===== src/rtl/gpio_evt_pkg.sv =====
package gpio_evt_pkg;

  typedef enum logic [1:0] {
    WIN_MAIN  = 2'd0,
    WIN_CAUSE = 2'd1,
    WIN_SET   = 2'd2,
    WIN_CLR   = 2'd3
  } win_e;

  typedef enum logic [2:0] {
    RD_ZERO,
    RD_RISE,
    RD_FALL,
    RD_PINS,
    RD_PEND,
    RD_MASK
  } rdSel_e;

  // Write strobes from decode to datapath; at most one is active per cycle.
  typedef struct packed {
    logic oeSet;
    logic oeClr;
    logic doSet;
    logic doClr;
    logic riseWr;
    logic fallWr;
    logic maskWr;
    logic causeClr;
  } strobes_t;

  localparam int OFS_OE    = 'h00;
  localparam int OFS_DO    = 'h04;
  localparam int OFS_RISE  = 'h00;
  localparam int OFS_FALL  = 'h04;
  localparam int OFS_PINS  = 'h08;
  localparam int OFS_PEND  = 'h00;
  localparam int OFS_MASK  = 'h14;
  localparam int OFS_CLEAR = 'h18;

endpackage


===== src/rtl/gpio_evt_sync.sv =====
module gpio_evt_sync #(
  parameter int WIDTH  = 32,
  parameter int STAGES = 2
) (
  input  logic             clk,
  input  logic             rstN,
  input  logic [WIDTH-1:0] asyncIn,
  output logic [WIDTH-1:0] syncOut
);

  localparam int LAST = STAGES - 1;

  logic [STAGES-1:0][WIDTH-1:0] chain;

  generate
    if (STAGES == 1) begin : g_single
      always_ff @(posedge clk or negedge rstN) begin
        if (!rstN) chain <= '0;
        else       chain[0] <= asyncIn;
      end
    end else begin : g_multi
      always_ff @(posedge clk or negedge rstN) begin
        if (!rstN) chain <= '0;
        else       chain <= {chain[STAGES-2:0], asyncIn};
      end
    end
  endgenerate

  assign syncOut = chain[LAST];

endmodule


===== src/rtl/gpio_evt_ctrl.sv =====
module gpio_evt_ctrl
  import gpio_evt_pkg::*;
#(
  parameter int ADDR_W = 5
) (
  input  logic              clk,
  input  logic              rstN,
  input  logic [1:0]        busWinSel,
  input  logic [ADDR_W-1:0] busAddr,
  input  logic              busWrEn,
  output strobes_t          stb,
  output rdSel_e            rdSel
);

  win_e win;
  assign win = win_e'(busWinSel);

  always_comb begin
    stb   = '0;
    rdSel = RD_ZERO;
    case (win)
      WIN_SET: begin
        if (busAddr == ADDR_W'(OFS_OE)) stb.oeSet = busWrEn;
        if (busAddr == ADDR_W'(OFS_DO)) stb.doSet = busWrEn;
      end
      WIN_CLR: begin
        if (busAddr == ADDR_W'(OFS_OE)) stb.oeClr = busWrEn;
        if (busAddr == ADDR_W'(OFS_DO)) stb.doClr = busWrEn;
      end
      WIN_MAIN: begin
        if (busAddr == ADDR_W'(OFS_RISE)) begin
          stb.riseWr = busWrEn;
          rdSel      = RD_RISE;
        end else if (busAddr == ADDR_W'(OFS_FALL)) begin
          stb.fallWr = busWrEn;
          rdSel      = RD_FALL;
        end else if (busAddr == ADDR_W'(OFS_PINS)) begin
          rdSel      = RD_PINS;
        end
      end
      WIN_CAUSE: begin
        if (busAddr == ADDR_W'(OFS_PEND)) begin
          rdSel        = RD_PEND;
        end else if (busAddr == ADDR_W'(OFS_MASK)) begin
          stb.maskWr   = busWrEn;
          rdSel        = RD_MASK;
        end else if (busAddr == ADDR_W'(OFS_CLEAR)) begin
          stb.causeClr = busWrEn;
        end
      end
      default: ;
    endcase
  end

  AST_STROBE_ONEHOT: assert property (@(posedge clk) disable iff (!rstN)
    $onehot0(stb)) else $error("more than one write strobe");
  AST_READ_NO_STROBE: assert property (@(posedge clk) disable iff (!rstN)
    !busWrEn |-> stb == '0) else $error("strobe without write");

endmodule


===== src/rtl/gpio_evt_dp.sv =====
module gpio_evt_dp
  import gpio_evt_pkg::*;
#(
  parameter int PINS   = 32,
  parameter int DATA_W = 32
) (
  input  logic              clk,
  input  logic              rstN,
  input  strobes_t          stb,
  input  rdSel_e            rdSel,
  input  logic [DATA_W-1:0] wrData,
  output logic [DATA_W-1:0] rdData,
  input  logic [PINS-1:0]   pinIn,
  output logic [PINS-1:0]   pinOut,
  output logic [PINS-1:0]   pinOe,
  output logic              irqOut
);

  localparam int SYNC_STAGES = 2;

  logic [PINS-1:0] wrBits;
  logic [PINS-1:0] oeReg, doReg, riseEn, fallEn, maskReg, causeReg;
  logic [PINS-1:0] pinSync, pinPrev;
  logic [PINS-1:0] riseHits, fallHits, edgeHits, clrBits;
  logic [PINS-1:0] rdNarrow;

  assign wrBits = wrData[PINS-1:0];

  // Output control registers: set and clear arrive through separate strobes.
  always_ff @(posedge clk or negedge rstN) begin
    if (!rstN) begin
      oeReg <= '0;
      doReg <= '0;
    end else begin
      if (stb.oeSet) oeReg <= oeReg | wrBits;
      if (stb.oeClr) oeReg <= oeReg & ~wrBits;
      if (stb.doSet) doReg <= doReg | wrBits;
      if (stb.doClr) doReg <= doReg & ~wrBits;
    end
  end

  assign pinOe  = oeReg;
  assign pinOut = doReg & oeReg;

  // Edge and mask configuration.
  always_ff @(posedge clk or negedge rstN) begin
    if (!rstN) begin
      riseEn  <= '0;
      fallEn  <= '0;
      maskReg <= '0;
    end else begin
      if (stb.riseWr) riseEn  <= wrBits;
      if (stb.fallWr) fallEn  <= wrBits;
      if (stb.maskWr) maskReg <= wrBits;
    end
  end

  gpio_evt_sync #(
    .WIDTH  (PINS),
    .STAGES (SYNC_STAGES)
  ) u_sync (
    .clk     (clk),
    .rstN    (rstN),
    .asyncIn (pinIn),
    .syncOut (pinSync)
  );

  always_ff @(posedge clk or negedge rstN) begin
    if (!rstN) pinPrev <= '0;
    else       pinPrev <= pinSync;
  end

  assign riseHits = pinSync & ~pinPrev & riseEn;
  assign fallHits = ~pinSync & pinPrev & fallEn;
  assign edgeHits = riseHits | fallHits;
  assign clrBits  = stb.causeClr ? wrBits : '0;

  // Clear first, then merge new edges so a same-cycle edge survives.
  always_ff @(posedge clk or negedge rstN) begin
    if (!rstN) causeReg <= '0;
    else       causeReg <= (causeReg & ~clrBits) | edgeHits;
  end

  assign irqOut = |(causeReg & maskReg);

  always_comb begin
    case (rdSel)
      RD_RISE: rdNarrow = riseEn;
      RD_FALL: rdNarrow = fallEn;
      RD_PINS: rdNarrow = pinSync;
      RD_PEND: rdNarrow = causeReg & maskReg;
      RD_MASK: rdNarrow = maskReg;
      default: rdNarrow = '0;
    endcase
    rdData = '0;
    rdData[PINS-1:0] = rdNarrow;
  end

  AST_OE_SET: assert property (@(posedge clk) disable iff (!rstN)
    stb.oeSet |=> (oeReg & $past(wrBits)) == $past(wrBits)) else $error("oe set lost");
  AST_DO_SET: assert property (@(posedge clk) disable iff (!rstN)
    stb.doSet |=> (doReg & $past(wrBits)) == $past(wrBits)) else $error("data set lost");
  AST_OE_CLR: assert property (@(posedge clk) disable iff (!rstN)
    stb.oeClr |=> (oeReg & $past(wrBits)) == '0) else $error("oe clear lost");
  AST_CLEAR_TAKES: assert property (@(posedge clk) disable iff (!rstN)
    (stb.causeClr && (edgeHits & wrBits) == '0) |=> (causeReg & $past(wrBits)) == '0)
    else $error("cause clear lost");
  AST_EDGE_WINS: assert property (@(posedge clk) disable iff (!rstN)
    (edgeHits != '0) |=> (causeReg & $past(edgeHits)) == $past(edgeHits))
    else $error("edge not latched");
  AST_CAUSE_HOLD: assert property (@(posedge clk) disable iff (!rstN)
    (!stb.causeClr && edgeHits == '0) |=> $stable(causeReg))
    else $error("cause changed without edge");
  AST_NO_DRIVE_OFF: assert property (@(posedge clk) disable iff (!rstN)
    $fell(pinOe[0]) |-> !pinOut[0]) else $error("pin driven while released");

endmodule


===== src/rtl/pin_event_gpio.sv =====
module pin_event_gpio
  import gpio_evt_pkg::*;
#(
  parameter int PIN_COUNT = 32,
  parameter int BUS_W     = 32,
  parameter int ADDR_W    = 5
) (
  input  logic                 clk,
  input  logic                 rstN,
  input  logic [1:0]           busWinSel,
  input  logic [ADDR_W-1:0]    busAddr,
  input  logic                 busWrEn,
  input  logic [BUS_W-1:0]     busWrData,
  output logic [BUS_W-1:0]     busRdData,
  input  logic [PIN_COUNT-1:0] pinIn,
  output logic [PIN_COUNT-1:0] pinOut,
  output logic [PIN_COUNT-1:0] pinOe,
  output logic                 irqOut
);

  strobes_t stb;
  rdSel_e   rdSel;

  gpio_evt_ctrl #(
    .ADDR_W (ADDR_W)
  ) u_ctrl (
    .clk       (clk),
    .rstN      (rstN),
    .busWinSel (busWinSel),
    .busAddr   (busAddr),
    .busWrEn   (busWrEn),
    .stb       (stb),
    .rdSel     (rdSel)
  );

  gpio_evt_dp #(
    .PINS   (PIN_COUNT),
    .DATA_W (BUS_W)
  ) u_dp (
    .clk    (clk),
    .rstN   (rstN),
    .stb    (stb),
    .rdSel  (rdSel),
    .wrData (busWrData),
    .rdData (busRdData),
    .pinIn  (pinIn),
    .pinOut (pinOut),
    .pinOe  (pinOe),
    .irqOut (irqOut)
  );

  AST_IRQ_CLEARED: assert property (@(posedge clk) disable iff (!rstN)
    (busWrEn && busWinSel == 2'd1 && busAddr == ADDR_W'('h14) && busWrData == '0) |=> !irqOut)
    else $error("irq with empty mask");

endmodule


===== config.mk =====
export PLATFORM = sky130hd
export DESIGN_NAME = pin_event_gpio
export DESIGN_NICKNAME = d
export VERILOG_FILES = /design/src/rtl/gpio_evt_pkg.sv /design/src/rtl/gpio_evt_sync.sv /design/src/rtl/gpio_evt_ctrl.sv /design/src/rtl/gpio_evt_dp.sv /design/src/rtl/pin_event_gpio.sv
export SDC_FILE = /design/constraint.sdc
export NUM_CORES = 1
export LEC_CHECK = 0
export BUFFER_PORTS_ARGS = -buffer_cell sky130_fd_sc_hd__buf_2
export CORE_ASPECT_RATIO = 1.25
export CORE_MARGIN = 3
export CORE_UTILIZATION = 51
export CTS_CLUSTER_DIAMETER = 50
export DETAILED_ROUTE_END_ITERATION = 8
export PLACE_DENSITY = 0.75
export SKIP_CTS_REPAIR_TIMING = 1
export SLEW_MARGIN = 20
export SYNTH_ARGS = -nofsm -noshare
export SYNTH_HDL_FRONTEND = slang
export SYNTH_HIERARCHICAL = 1
export SYNTH_SLANG_ARGS = --single-unit

===== constraint.sdc =====
create_clock -name clk -period 2.05 [get_ports clk]
set_input_delay 0.205 -clock clk [delete_from_list [all_inputs] [get_ports clk]]
set_output_delay 0.205 -clock clk [all_outputs]
set_load 0.1 [all_outputs]

==> flow_summary.json <==
{
  "clock_path_buffers": 3,
  "synth-seq-area-share_pct": 62.0,
  "tns_ns": -13.41,
  "hold_viol": 0,
  "via_per_inst": 5.74,
  "crit_path_end_kind": "output pin",
  "start_util_pct": 52.0,
  "drc_errors": 0,
  "cts_tree": "done",
  "antenna_cells": 0,
  "grt_pass1_wl_um": 46400,
  "cts.reportedPaths.clkPinSlew_ns": 0.06,
  "synth_edf_count": 0,
  "drt_pre_antenna_iters": 5,
  "dp_slack_ns": -0.606,
  "synth_top_flop_cell": "dfrtp_1",
  "cts-root-buf": "clkbuf_16",
  "clock-sinks": 288,
  "htree_levels": 1,
  "syn_area_per_cell_um2": 11.7,
  "syn2layout_area_growth_pct": 37.5,
  "rsz0062_at_grt": "yes",
  "slowest_delay_ns": 0.57,
  "worst-setup-path-type": "flip-flop to output pin",
  "drive_gt1_share_pct": 36.4,
  "p_leak_uw": 0.00738,
  "crit_buf_inv": 1,
  "hold_path_class": "input port to async pin",
  "wl_per_cell_um": 19.9,
  "io_buffers": 170,
  "setup_violations": 33,
  "rows": 61,
  "post-route-min-period_ns": 2.51,
  "fin_worst_skew_ns": 0.0103,
  "slew_violations": 0,
  "clk_latency_ns": 0.53,
  "die_x_um": 141,
  "finalInstanceArea_um2": 16000,
  "violations": "setup timing",
  "die_area_um2": 24700,
  "cp_top_family": "simple AND/OR/NAND/NOR gates",
  "dieHeight_um": 175,
  "p_total_uw": 13400,
  "path_cells": "a22o_1, a221oi_2, nand3_2, or4_4, buf_6",
  "antenna_found_initial": 0,
  "vdd_drop_max_mv": 0.759,
  "drtAntennaViolNets": 0,
  "placed_cell_area_um2": 14000,
  "gp_congestion": 0.828,
  "wl_um": 31200,
  "yosys_warnings": 6,
  "via_count": 9002,
  "cts_made_buffers": 29,
  "layout.nets": 1337,
  "netlist_area_um2": 11600,
  "dpl.hpwl_um": 19800,
  "ys_ff_latch": 288,
  "crit_slowest_cell": "or4_4",
  "powerDensity_nw_per_um2": 838,
  "ioPinCount": 171,
  "post-route-period-util_pct": 123,
  "cp.required_ns": 1.85,
  "track_usage_pct": 23.6,
  "syn_inst": 992,
  "maxSlewHeadroom_pct": 66.3,
  "utilization_pct": 71.5,
  "cap_viol_max_count": 0,
  "drt_iter0_drc": 684,
  "worstPathArrival_ns": 2.31,
  "overflow": 0,
  "worstSetupStartpointType": "flip-flop",
  "grt_pass1_vias": 8595,
  "synth_cell_types": 42,
  "fin_ws_ns": -0.463,
  "max_freq_mhz": 398,
  "synthArstFlopShare_pct": 100,
  "fillers": 1461,
  "crit_path_max_fanout": 2,
  "syn-num-nets": 1066,
  "core_um2": 22400,
  "grt_max_degree": 62,
  "status": "complete, but fails checks",
  "worst_pin_slew_ns": 0.505
}
kinds of logic after synthesis:
logic type	Yosys count	share of synthesized area, %
buffers and inverters	84	4.08
and+or+nand+nor	227	9.04
AOI/OAI and AO/OA	284	14.5
DFF	288	62.0
xor gates and xnor gates	2	0.151
muxes	107	10.3
final timing paths:
| path | start | endpoint | slack, ns | depth (start not counted) |
|---|---|---|---|---|
| max | u_dp/causeReg[16] | irqOut | -0.46 | 5 |
| min | rstN | async pin | 0.21 | 2 |
| max reg2reg | u_dp/u_sync/syncOut[8] | u_dp/causeReg[8] | 1.06 | 4 |
| min reg2reg | u_dp/u_sync/chain[22] | u_dp/u_sync/syncOut[22] | 0.34 | 0 |
| max in group asynchronous | rstN | async pin | 1.12 | 3 |
| min in group clk | pinIn[17] | u_dp/u_sync/chain[17] | 0.32 | 2 |
per-stage QoR:
stage	std cells	hold slack, ns
after floorplan	992	-0.0906
after global placement	1441	0.184
after detailed placement	1441	0.195
after CTS	1493	-0.375
after global routing	1567	0.250
final	1567	0.211
routing by layer:
metal  global-route usage, %  wire length, um  up-vias
li1                        -                -     4073
met1                    33.3            13200     4521
met2                    38.2            15300      344
met3                    3.23             1920       64
met4                    7.27              807        0
met5                       0                0        -
worst register-to-register path, stage by stage (launching register included):
cell	delay [ns]
dfrtp_1	0.43
nand2_1	0.10
nor2_1	0.04
a21oi_1	0.15
o21ai_0	0.13
Yosys cell counts (19+ instances only):
cell | n | area, um2
nor2_1 | 34 | 128
and2_1 | 33 | 206
clkbuf_1 | 26 | 97.6
dfrtp_1 | 288 | 7210
o21ai_0 | 32 | 160
mux2_2 | 94 | 1060
a22oi_1 | 38 | 285
nand2_1 | 119 | 447
buf_4 | 32 | 240
nand3_1 | 19 | 95.1
o211ai_1 | 36 | 270
a21oi_1 | 157 | 786
buf_2 | 19 | 95.1
layout by cell type (no fill, tap or decap), types with 28 or more instances in the layout:
cell and count:
a21oi_1 156, a22oi_1 28, and2_1 32, buf_12 48, buf_2 134, buf_4 58
clkbuf_16 33, dfrtp_1 288, dlygate4sd3_1 65, mux2_2 94, nand2_1 106, nor2_1 28
o211ai_1 36, o21ai_0 32
final cells by class:
type                       count  area (um2)  area share [%]
tap                          283         354            2.21
sequential                   288        7210            45.1
clock inverter                 9         145           0.908
timing repair buffer         319        2930            18.4
multi-input combinational    620        4500            28.1
clock buffer                  43         828            5.18
inverter                       5        18.8           0.117
power breakdown:
part           leakage, uW  internal, uW  switching [uW]  total, uW
Sequential         0.00359          6090             319       6410
Clock             0.000480          3280            2100       5380
Combinational      0.00331           562            1050       1610
(Power assumes the default switching activity.)
